$ cat config.mk
export PLATFORM = sky130hd
export DESIGN_NAME = rxchain_dma
export DESIGN_NICKNAME = d
export VERILOG_FILES = /design/src/rtl/rxd_pkg.sv /design/src/rtl/rxd_csr.sv /design/src/rtl/rxd_walker.sv /design/src/rtl/rxchain_dma.sv
export SDC_FILE = /design/constraint.sdc
export NUM_CORES = 1
export LEC_CHECK = 0
export ABC_CLOCK_PERIOD_IN_PS = 4000
export CORE_UTILIZATION = 55
export DETAILED_ROUTE_END_ITERATION = 12
export PLACE_DENSITY = 0.81
export SYNTH_ARGS = -nofsm -noshare
export SYNTH_HDL_FRONTEND = slang
export SYNTH_SLANG_ARGS = --single-unit
export TNS_END_PERCENT = 100
$ cat constraint.sdc
create_clock -name clk -period 4 [get_ports clk]
set_input_delay 0.4 -clock clk [delete_from_list [all_inputs] [get_ports clk]]
set_output_delay 0.4 -clock clk [all_outputs]
set_load 0.02 [all_outputs]
$ cat src/rtl/rxd_pkg.sv
package rxd_pkg;

  // descriptor field offsets (bytes) and writeback field width
  localparam int unsigned LEN_W      = 16;
  localparam int unsigned OFS_LINK   = 0;
  localparam int unsigned OFS_BUF    = 4;
  localparam int unsigned OFS_WB     = 8;

  // register selects
  localparam logic [2:0] RG_CUR  = 3'd0;
  localparam logic [2:0] RG_STOP = 3'd1;
  localparam logic [2:0] RG_BLEN = 3'd2;
  localparam logic [2:0] RG_MODE = 3'd3;
  localparam logic [2:0] RG_CSR  = 3'd4;
  localparam logic [2:0] RG_CMD  = 3'd5;

  // CSR bit positions
  localparam int unsigned CB_DWE = 0;
  localparam int unsigned CB_DE  = 1;
  localparam int unsigned CB_COF = 4;
  localparam int unsigned CB_BOF = 5;
  localparam int unsigned CB_EOM = 6;
  localparam int unsigned CB_EOT = 7;

  // command bits
  localparam int unsigned KB_ABORT = 0;
  localparam int unsigned KB_CLRCNT = 1;

  localparam logic [7:0] MODE_CHAIN_MULTI = 8'h14;

  typedef enum logic [2:0] {
    S_IDLE, S_RD_LINK, S_RD_BUF, S_GET_BUF, S_XFER, S_WB, S_ADV, S_DROP
  } walk_state_e;

endpackage

$ cat src/rtl/rxd_csr.sv
module rxd_csr
  import rxd_pkg::*;
#(
  parameter int unsigned ADDR_W = 32,
  parameter int unsigned CNT_W  = 4
) (
  input  logic              clk,
  input  logic              rst_n,
  input  logic              wr_stop,
  input  logic              wr_blen,
  input  logic              wr_mode,
  input  logic              wr_csr,
  input  logic              wr_cmd,
  input  logic [31:0]       wdata,
  input  logic              ev_frame,
  input  logic              ev_eot,
  input  logic              ev_drop,
  output logic [ADDR_W-1:0] stop_addr,
  output logic [LEN_W-1:0]  blen,
  output logic [7:0]        mode,
  output logic              de,
  output logic [7:0]        csr_rd,
  output logic [CNT_W-1:0]  cnt,
  output logic              irq_eom
);

  localparam logic [CNT_W-1:0] CNT_MAX = {CNT_W{1'b1}};

  logic [ADDR_W-1:0] stop_q, stop_d;
  logic [LEN_W-1:0]  blen_q, blen_d;
  logic [7:0]        mode_q, mode_d;
  logic              de_q, de_d;
  logic [3:0]        flg_q, flg_d;   // {eot, eom, bof, cof}
  logic [CNT_W-1:0]  cnt_q, cnt_d;
  logic              unused_wbits;

  assign unused_wbits = ^{wdata[31:8], wdata[3:2]};

  always_comb begin
    stop_d = stop_q;
    blen_d = blen_q;
    mode_d = mode_q;
    de_d   = de_q;
    flg_d  = flg_q;
    cnt_d  = cnt_q;

    if (wr_stop) stop_d = wdata[ADDR_W-1:0];
    if (wr_blen) blen_d = wdata[LEN_W-1:0];
    if (wr_mode) mode_d = wdata[7:0];
    if (wr_csr) begin
      if (wdata[CB_DWE]) flg_d = flg_q & ~wdata[7:4];
      else               de_d  = wdata[CB_DE];
    end

    // hardware events win over a software clear in the same cycle
    if (ev_eot)  flg_d[3] = 1'b1;
    if (ev_drop) flg_d[1] = 1'b1;
    if (ev_frame) begin
      flg_d[2] = 1'b1;
      if (cnt_q == CNT_MAX) flg_d[0] = 1'b1;
      else                  cnt_d = cnt_q + 1'b1;
      if (mode_q != MODE_CHAIN_MULTI) de_d = 1'b0;
    end

    if (wr_cmd && wdata[KB_CLRCNT]) cnt_d = '0;
    if (wr_cmd && wdata[KB_ABORT]) begin
      de_d  = 1'b0;
      flg_d = '0;
      cnt_d = '0;
    end
  end

  always_ff @(posedge clk or negedge rst_n) begin
    if (!rst_n) begin
      stop_q <= '0;
      blen_q <= '0;
      mode_q <= '0;
      de_q   <= 1'b0;
      flg_q  <= '0;
      cnt_q  <= '0;
    end else begin
      stop_q <= stop_d;
      blen_q <= blen_d;
      mode_q <= mode_d;
      de_q   <= de_d;
      flg_q  <= flg_d;
      cnt_q  <= cnt_d;
    end
  end

  assign stop_addr = stop_q;
  assign blen      = blen_q;
  assign mode      = mode_q;
  assign de        = de_q;
  assign cnt       = cnt_q;
  assign irq_eom   = (cnt_q != '0);
  assign csr_rd    = {flg_q, 2'b00, de_q, 1'b0};

endmodule

$ cat src/rtl/rxd_walker.sv
module rxd_walker
  import rxd_pkg::*;
#(
  parameter int unsigned ADDR_W = 32
) (
  input  logic              clk,
  input  logic              rst_n,
  input  logic              de,
  input  logic [ADDR_W-1:0] stop_addr,
  input  logic [LEN_W-1:0]  blen,
  input  logic              cur_wr,
  input  logic [ADDR_W-1:0] cur_wdata,
  input  logic              abort,
  input  logic              in_valid,
  input  logic [7:0]        in_data,
  input  logic              in_last,
  input  logic [4:0]        in_err,
  output logic              in_ready,
  output logic              mem_req,
  output logic              mem_we,
  output logic [ADDR_W-1:0] mem_addr,
  output logic [31:0]       mem_wdata,
  output logic [3:0]        mem_wstrb,
  input  logic [31:0]       mem_rdata,
  output logic [ADDR_W-1:0] cur,
  output logic              busy,
  output logic              ev_frame,
  output logic              ev_eot,
  output logic              ev_drop
);

  walk_state_e       st_q, st_d;
  logic [ADDR_W-1:0] cur_q, cur_d;
  logic [ADDR_W-1:0] link_q, link_d;
  logic [ADDR_W-1:0] buf_q, buf_d;
  logic [LEN_W-1:0]  offs_q, offs_d;
  logic [LEN_W-1:0]  len_q, len_d;
  logic [7:0]        stat_q, stat_d;
  logic [ADDR_W-1:0] offs_ext;
  logic [ADDR_W-1:0] byte_addr;
  logic [LEN_W-1:0]  offs_inc;
  logic [31:0]       rd_unused_pad;

  always_comb begin
    offs_ext = '0;
    offs_ext[LEN_W-1:0] = offs_q;
  end

  assign byte_addr     = buf_q + offs_ext;
  assign offs_inc      = offs_q + 1'b1;
  assign rd_unused_pad = mem_rdata;

  always_comb begin
    st_d      = st_q;
    cur_d     = cur_q;
    link_d    = link_q;
    buf_d     = buf_q;
    offs_d    = offs_q;
    len_d     = len_q;
    stat_d    = stat_q;
    in_ready  = 1'b0;
    mem_req   = 1'b0;
    mem_we    = 1'b0;
    mem_addr  = cur_q;
    mem_wdata = '0;
    mem_wstrb = '0;
    ev_frame  = 1'b0;
    ev_eot    = 1'b0;
    ev_drop   = 1'b0;

    unique case (st_q)
      S_IDLE: begin
        if (de && in_valid) begin
          if (cur_q == stop_addr) begin
            st_d    = S_DROP;
            ev_drop = 1'b1;
          end else begin
            st_d = S_RD_LINK;
          end
        end
      end
      S_RD_LINK: begin
        mem_req  = 1'b1;
        mem_addr = cur_q + ADDR_W'(OFS_LINK);
        st_d     = S_RD_BUF;
      end
      S_RD_BUF: begin
        mem_req  = 1'b1;
        mem_addr = cur_q + ADDR_W'(OFS_BUF);
        link_d   = rd_unused_pad[ADDR_W-1:0];
        st_d     = S_GET_BUF;
      end
      S_GET_BUF: begin
        buf_d  = rd_unused_pad[ADDR_W-1:0];
        offs_d = '0;
        st_d   = S_XFER;
      end
      S_XFER: begin
        in_ready = 1'b1;
        if (in_valid) begin
          mem_req   = 1'b1;
          mem_we    = 1'b1;
          mem_addr  = byte_addr;
          mem_wdata = {4{in_data}};
          mem_wstrb = 4'b0001 << byte_addr[1:0];
          offs_d    = offs_inc;
          if (in_last || (offs_inc == blen)) begin
            len_d  = offs_inc;
            stat_d = {in_last, (in_last ? in_err : 5'b0), 2'b00};
            st_d   = S_WB;
          end
        end
      end
      S_WB: begin
        mem_req   = 1'b1;
        mem_we    = 1'b1;
        mem_addr  = cur_q + ADDR_W'(OFS_WB);
        mem_wdata = {8'h00, stat_q, len_q};
        mem_wstrb = 4'hF;
        st_d      = S_ADV;
      end
      S_ADV: begin
        cur_d    = link_q;
        ev_frame = stat_q[7];
        ev_eot   = (link_q == stop_addr);
        st_d     = S_IDLE;
      end
      S_DROP: begin
        in_ready = 1'b1;
        if (in_valid && in_last) st_d = S_IDLE;
      end
      default: st_d = S_IDLE;
    endcase

    if (cur_wr && (st_q != S_ADV)) cur_d = cur_wdata;
    if (abort) st_d = S_IDLE;
  end

  always_ff @(posedge clk or negedge rst_n) begin
    if (!rst_n) begin
      st_q   <= S_IDLE;
      cur_q  <= '0;
      link_q <= '0;
      buf_q  <= '0;
      offs_q <= '0;
      len_q  <= '0;
      stat_q <= '0;
    end else begin
      st_q   <= st_d;
      cur_q  <= cur_d;
      link_q <= link_d;
      buf_q  <= buf_d;
      offs_q <= offs_d;
      len_q  <= len_d;
      stat_q <= stat_d;
    end
  end

  assign cur  = cur_q;
  assign busy = (st_q != S_IDLE);

endmodule

$ cat src/rtl/rxchain_dma.sv
module rxchain_dma
  import rxd_pkg::*;
#(
  parameter int unsigned ADDR_W = 32,
  parameter int unsigned CNT_W  = 4
) (
  input  logic              clk,
  input  logic              rst_n,
  input  logic              reg_wr,
  input  logic [2:0]        reg_addr,
  input  logic [31:0]       reg_wdata,
  output logic [31:0]       reg_rdata,
  output logic              mem_req,
  output logic              mem_we,
  output logic [ADDR_W-1:0] mem_addr,
  output logic [31:0]       mem_wdata,
  output logic [3:0]        mem_wstrb,
  input  logic [31:0]       mem_rdata,
  input  logic              in_valid,
  input  logic [7:0]        in_data,
  input  logic              in_last,
  input  logic [4:0]        in_err,
  output logic              in_ready,
  output logic              irq_eom
);

  logic [ADDR_W-1:0] cur, stop_addr;
  logic [LEN_W-1:0]  blen;
  logic [7:0]        mode, csr_rd;
  logic [CNT_W-1:0]  cnt;
  logic              de, busy, ev_frame, ev_eot, ev_drop;
  logic              wr_cur, wr_stop, wr_blen, wr_mode, wr_csr, wr_cmd;
  logic [31:0]       cur32, stop32, blen32;

  assign wr_cur  = reg_wr && (reg_addr == RG_CUR);
  assign wr_stop = reg_wr && (reg_addr == RG_STOP);
  assign wr_blen = reg_wr && (reg_addr == RG_BLEN);
  assign wr_mode = reg_wr && (reg_addr == RG_MODE);
  assign wr_csr  = reg_wr && (reg_addr == RG_CSR);
  assign wr_cmd  = reg_wr && (reg_addr == RG_CMD);

  rxd_csr #(.ADDR_W(ADDR_W), .CNT_W(CNT_W)) u_csr (
    .clk(clk), .rst_n(rst_n),
    .wr_stop(wr_stop), .wr_blen(wr_blen), .wr_mode(wr_mode),
    .wr_csr(wr_csr), .wr_cmd(wr_cmd), .wdata(reg_wdata),
    .ev_frame(ev_frame), .ev_eot(ev_eot), .ev_drop(ev_drop),
    .stop_addr(stop_addr), .blen(blen), .mode(mode), .de(de),
    .csr_rd(csr_rd), .cnt(cnt), .irq_eom(irq_eom)
  );

  rxd_walker #(.ADDR_W(ADDR_W)) u_walk (
    .clk(clk), .rst_n(rst_n), .de(de), .stop_addr(stop_addr), .blen(blen),
    .cur_wr(wr_cur), .cur_wdata(reg_wdata[ADDR_W-1:0]),
    .abort(wr_cmd && reg_wdata[KB_ABORT]),
    .in_valid(in_valid), .in_data(in_data), .in_last(in_last),
    .in_err(in_err), .in_ready(in_ready),
    .mem_req(mem_req), .mem_we(mem_we), .mem_addr(mem_addr),
    .mem_wdata(mem_wdata), .mem_wstrb(mem_wstrb), .mem_rdata(mem_rdata),
    .cur(cur), .busy(busy),
    .ev_frame(ev_frame), .ev_eot(ev_eot), .ev_drop(ev_drop)
  );

  always_comb begin
    cur32  = '0; cur32[ADDR_W-1:0]  = cur;
    stop32 = '0; stop32[ADDR_W-1:0] = stop_addr;
    blen32 = '0; blen32[LEN_W-1:0]  = blen;
    unique case (reg_addr)
      RG_CUR:  reg_rdata = cur32;
      RG_STOP: reg_rdata = stop32;
      RG_BLEN: reg_rdata = blen32;
      RG_MODE: reg_rdata = {24'h0, mode};
      RG_CSR:  reg_rdata = {24'h0, csr_rd};
      default: reg_rdata = '0;
    endcase
  end

endmodule

# Word level (Yosys, flattened, before mapping)
# Cells that the tools add are included.
dict set report op_classes {
  n_addsub 5
  shifts 1
  n_bitwise 2
  n_eq_ne 24
  n_mux 45
  n_reduce_logical 33
}
# cell count
set ops {}
lappend ops {{$pmux 32 s5} 1}
lappend ops {{$mux 32} 4}
lappend ops {{$pmux 32 s3} 1}
lappend ops {{$eq 32x32->1} 2}
lappend ops {{$pmux 32 s2} 1}
lappend ops {{$add 32x16->32} 1}
lappend ops {{$add 32x3->32 const B} 1}
lappend ops {{$add 32x4->32 const B} 1}
lappend ops {{$mux 4} 8}
lappend ops {{$pmux 16 s2} 1}
lappend ops {{$pmux 3 s8} 1}
lappend ops {{$reduce_bool 3->1} 7}
lappend ops {{$eq 3x3->1 const B} 6}
lappend ops {{$mux 3} 6}
lappend ops {{$mux 1} 17}
lappend ops {{$add 16x1->16 const B} 1}
lappend ops {{$eq 16x16->1} 1}
lappend ops {{$mux 16} 1}
lappend ops {{$eq 3x2->1 const B} 4}
lappend ops {{$logic_and 1x1->1} 11}
lappend ops {{$reduce_and 2->1} 5}
lappend ops {{$ne 3x1->1 const B} 3}
lappend ops {{$ne 8x5->1 const B} 1}
lappend ops {{$pmux 4 s2} 1}
lappend ops {{other kinds (19)} 24}
dict set report totals {
  output_inout_bits 104
  reg_bits 202
}

# Depth between registers and ports, before layout
# Gate-level depths: netlist (run 1).
dict set report logic_depth {
  ltp_word 7
  mapped_depth 12
  ltp_nobuf 11
}

# Hierarchy
# From an unflattened synthesis (run 1), not the netlist that was laid out.
dict set report unflattened {
  hier_cells 1430
  area_unflattened_um2 13257.7
}
# module seq_area_each_um2 area_per_inst_um2 n_inst cells_per_inst
set by_module_without_submodules {}
lappend by_module_without_submodules {rxd_walker 3428.3 9793.1 1 1145}
lappend by_module_without_submodules {rxd_csr 1626.6 2668.8 1 180}
lappend by_module_without_submodules {rxchain_dma 0.0 795.8 1 105}

# Worst setup path after synthesis (run 1)
# OpenSTA, ideal clock, no wires.
dict set report synth_path {
  kind {register to output}
  from {register u_walk.offs_q[0]}
  to {output port mem_addr[28]}
  arrival_time_ps 2998
  path_slack_ps 602
  n_path_buf 0
  path_stages_with_launch 12
  required_time_ps 3600
  path_cell_list {dfrtp_1 ha_1 inv_1 fa_1 nor2b_1 o21ai_0 a21boi_0 o211ai_1 a31oi_1 o2111ai_1 xor2_1 o21ai_0}
}
dict set report synth_via {
  elab_chain_len 3
}
# element line
set synth_rtl {}
lappend synth_rtl {{from (decl)} rxd_walker.sv:36} ;# logic [LEN_W-1:0] offs_q, offs_d;
lappend synth_rtl {{from (signal assigned)} rxd_walker.sv:153} ;# offs_q <= offs_d;
lappend synth_rtl {{$add 32x16->32} rxd_walker.sv:49} ;# assign byte_addr = buf_q + offs_ext;
lappend synth_rtl {{$mux 32} rxd_walker.sv:100} ;# if (in_valid) begin
lappend synth_rtl {{$pmux 32 s3} rxd_walker.sv:71} ;# unique case (st_q)
lappend synth_rtl {{to (decl)} rxchain_dma.sv:15} ;# output logic [ADDR_W-1:0] mem_addr,
# Every way passes these cells.

# Worst setup path in the final report (run 1)
dict set report layout_path {
  from {register u_walk.st_q[1]}
  to {output port mem_addr[7]}
}
dict set report layout_via {
  elab_chain_len 2
  elab_cells_between_ends 4
}
# element line
set layout_rtl {}
lappend layout_rtl {{from (decl)} rxd_walker.sv:32} ;# walk_state_e st_q, st_d;
lappend layout_rtl {{from (signal assigned)} rxd_walker.sv:149} ;# st_q <= st_d;
lappend layout_rtl {{$eq 3x3->1 / $eq 3x2->1 (equally long branches)} rxd_walker.sv:71}
lappend layout_rtl {{$pmux 32 s3 (*)} rxd_walker.sv:71}
# Every way passes the cells marked *; elsewhere a longest branch is shown, timed or not.

==> results.sh, run 1 <==
export IMPL_status="complete, no violations"
export IMPL_fin_crit_sh_pct=98.4
export IMPL_hold_end="u_walk.link_q[21]"
export IMPL_tns_ns=0
export IMPL_ff2ff_path_depth=9
export IMPL_finalWirelength_mm=45.9
export IMPL_cellLeakagePower_uw=0.00707
export IMPL_nets=1731
export IMPL_rrSetupSlack_ns=0.47
export IMPL_route_detailed_drc=0
export IMPL_startpoint="u_walk.st_q[1]"
export IMPL_htreeDepth=1
export IMPL_synth_avg_cell_area_um2=9.02
export IMPL_via_per_inst=6.32
export IMPL_gr_total_overflow=0
export IMPL_use_met1_pct=50.1
export IMPL_finalCriticalPeriod_ns=3.94
export IMPL_fin_skew_ns=0.0126
export IMPL_synthCells=1457
export IMPL_worstSetupPathType="reg2out"
export IMPL_synth_main_ff_cell="dfrtp_1"
export IMPL_start_util_pct=56.0
export IMPL_synth_seq_area_share_pct=38.5
export IMPL_fin_util_pct=69.4
export IMPL_rr_startpoint="u_walk.offs_q[0]"
export IMPL_grt_usage_pct=38.0
export IMPL_use_met3_pct=5.93
export IMPL_globalRouteMet2Util_pct=61.3
export IMPL_endpoint_kind="output port"
export IMPL_io_pins=189
export IMPL_tightest_slew_ns=0.783
export IMPL_ys_warn_count=0
export IMPL_pwr_density_cell_nw_per_um2=681
export IMPL_fp_dieH_um=157
export IMPL_layout_drive_gt1_share_pct=13.9
export IMPL_synthesis_nets=1564
export IMPL_cts_tree="done"
export IMPL_first_pass_iters=5
export IMPL_clk_pin_slew_ns=0.07
export IMPL_grt_busiest_layer="met2"
export IMPL_detailed_place_hpwl_mm=34.1
export IMPL_finalSetupViolations=0
export IMPL_clockRootBuffer="clkbuf_16"
export IMPL_num_rows=56
export IMPL_rsz0062_at_grt="yes"
export IMPL_hold_class="in2reg"
export IMPL_ir_drop_uv=393
export IMPL_dieArea_um2=24500
export IMPL_synth_area_um2=13100
export IMPL_async_flop_share_pct=100
export IMPL_maxCapViolCount=0
export IMPL_grt_pass1_wl_mm=70.2
export IMPL_fillCellCount=1814
export IMPL_critPathMaxFanout=17
export IMPL_cts_max_path_buffers=3
export IMPL_yosysUniqueCellTypes=75
export IMPL_hold_violations=0
export IMPL_hold_start="mem_rdata[21]"
export IMPL_fmax_mhz=254
export IMPL_gp_congestion=1.01
export IMPL_holdPathStages=3
export IMPL_drtAntennaViolNets=0
export IMPL_r2r_end="u_walk.len_q[1]"
export IMPL_synthToLayoutAreaGrowth_pct=24.0
export IMPL_drv_slew=0
export IMPL_synth_edf_count=0
export IMPL_portBuffers=188
export IMPL_critPathLaunchType="flop"
export IMPL_vias=12400
export IMPL_grt_pass1_vias=12000
export IMPL_core_um2=23500
export IMPL_required_ns=3.60
export IMPL_cts_buffers=23
export IMPL_die_w_um=157
export IMPL_grt_antenna_before_repair=2
export IMPL_grt_max_degree=85
export IMPL_max_slew_margin_rel_pct=47.7
export IMPL_ys_ff_latch=202
export IMPL_drt_wirelength_per_cell_um=23.4
export IMPL_cts_sinks=202
export IMPL_antennaDiodeCount=0
export IMPL_insertion_delay_ns=0.52
export IMPL_drt_iter0_markers=1172
export IMPL_arrival_ns=3.54
[cells by family after synthesis]
family                     after synthesis  share of synthesized area, %
DFF                                    202                          38.5
adders and majority gates               22                          2.15
xor gates and xnor gates               122                          8.13
and+or+nand+nor                        494                          17.8
buffers and inverters                  136                          4.46
AOI/OAI and AO/OA                      328                          15.8
muxes                                  153                          13.2
[area by class of cell]
type | count | area, µm² | share of cell area (%)
tap | 319 | 399 | 2.45
clock buffer | 33 | 653 | 4.01
sequential | 202 | 5060 | 31.1
timing repair buffer | 246 | 2360 | 14.5
inverter | 32 | 124 | 0.760
clock inverter | 7 | 110 | 0.676
multi-input combinational | 1119 | 7590 | 46.6
[layer usage]
layer / vias to the layer above / part of all wire [%]
li1: 5507 / -
met1: 6027 / 40
met2: 682 / 46
met3: 151 / 8.3
met4: 4 / 5.3
met5: - / 0.059
[worst max-delay path: stages (launching register included)]
cell,delay (ns)
dfrtp_2,0.52
nor2b_1,0.09
buf_4,0.22
o21ai_1,0.12
inv_1,0.17
a21oi_1,0.63
o21ai_0,0.21
o311a_1,0.19
a21oi_1,0.21
clkdlybuf4s50_1,0.65
[power by group]
part / internal (µW) / total, µW / switching, µW
Clock: 1320 / 2200 / 875
Combinational: 2200 / 5150 / 2960
Sequential: 2770 / 3750 / 978
[per-stage QoR]
| stage | instance area [µm²] | cells | total power, µW | hold slack, ns | setup WS, ns |
|---|---|---|---|---|---|
| 3_5_place_dp | 15400 | 1915 | 8770 | 0.494 | 0.276 |
| 4_1_cts | 16200 | 1958 | 11000 | 0.432 | 0.00769 |
| 3_3_place_gp | 15400 | 1915 | 8660 | 0.492 | 0.315 |
| 2_1_floorplan | 13100 | 1457 | 6600 | 0.104 | 0.602 |
| 6_report | 16300 | 1958 | 11100 | 0.435 | 0.0630 |
| 5_1_grt | 16300 | 1958 | 11600 | 0.452 | -0.0462 |
[flip-flops by register name, summed over array words and instances, names as in the netlist]
signal and flops:
u_walk.cur 32, u_csr.flg_q 4, u_walk.stat_q 6, u_walk.link_q 32, u_walk.st_q 3, u_csr.mode 8
u_csr.de 1, u_csr.cnt 4, u_csr.blen 16, u_walk.buf_q 32, u_csr.stop_addr 32, u_walk.len_q 16
u_walk.offs_q 16
[placed cells by master, fill, tap and decap left out, types with 11 or more instances in the layout]
cell             count
ha_1                20
a22o_1              19
nand2_1            224
buf_4               54
nor4_1              16
nor2_1              85
o31ai_1             12
nand3_1             32
a21o_1              35
o21ai_0            118
clkbuf_16           23
a21oi_1             53
nand4_1             25
nor3_1              18
mux2_2              93
o211ai_1            11
mux2i_1             47
dlymetal6s2s_1      11
dfrtp_1            198
a31oi_1             11
inv_1               31
clkdlybuf4s50_1    168
o22ai_1             12
and3_1              26
a22oi_1             12
xor2_1              51
xnor2_1             71
[cell usage after synthesis (3+ instances only)]
master     number  area (µm²)
nor3_1         22         110
nand2_1       224         841
o21ai_0       120         601
o21bai_1        3        22.5
nand2b_1        5        31.3
buf_4           4        30.0
mux4_2          3        67.6
nor2_1         85         319
and2_1          7        43.8
a21boi_0        3        22.5
inv_1          31         116
nor2b_1        10        62.6
and4_1          8        70.1
and3_1         26         163
a31oi_1        11        68.8
buf_6           4        45.0
o31ai_1        12        90.1
a22o_1         19         166
a21oi_1        53         265
o22ai_1        12        75.1
or3_1           9        56.3
nand3b_1        3        22.5
mux2_4         10         150
xnor2_1        71         622
nor4_1         17         106
clkbuf_1       74         278
a211oi_1        3        22.5
o2111ai_1       4        35.0
dfrtp_1       202        5050
a21o_1         35         263
buf_2          11        55.1
o211ai_1       11        82.6
buf_1          10        37.5
nand4_1        25         156
a22oi_1        12        90.1
o21ai_1         3        15.0
mux2i_1        47         470
nand3_1        32         160
mux2_2         93        1050
nor3b_1         4        30.0
ha_1           21         263
xor2_1         51         447
o221ai_1        7        61.3
[timing repair]
action,CTS,global route
gates resized for setup,14,24
endpoints found under the hold margin,43,0
pin swaps,2,0
setup endpoints to repair,22,20
buffers inserted,2,0
hold buffers,1,0
[worst max-delay path by stage]
stage / endpoint / slack, ns / cells past startpoint
floorplan: mem_addr[28] / 0.60 / 11
global placement: mem_addr[30] / 0.32 / 12
detailed placement: mem_addr[31] / 0.28 / 11
CTS: mem_addr[16] / 0.008 / 11
global route: mem_addr[26] / -0.05 / 10
finish: mem_addr[7] / 0.06 / 9
Power figures use the tool's default switching activity.
==> inputs of run 2 (changes only) <==
Settings changed: CAP_MARGIN set to 30.
==> results of run 2 <==
Same layout as run 1: the final DEF is identical, and so are final timing and power.
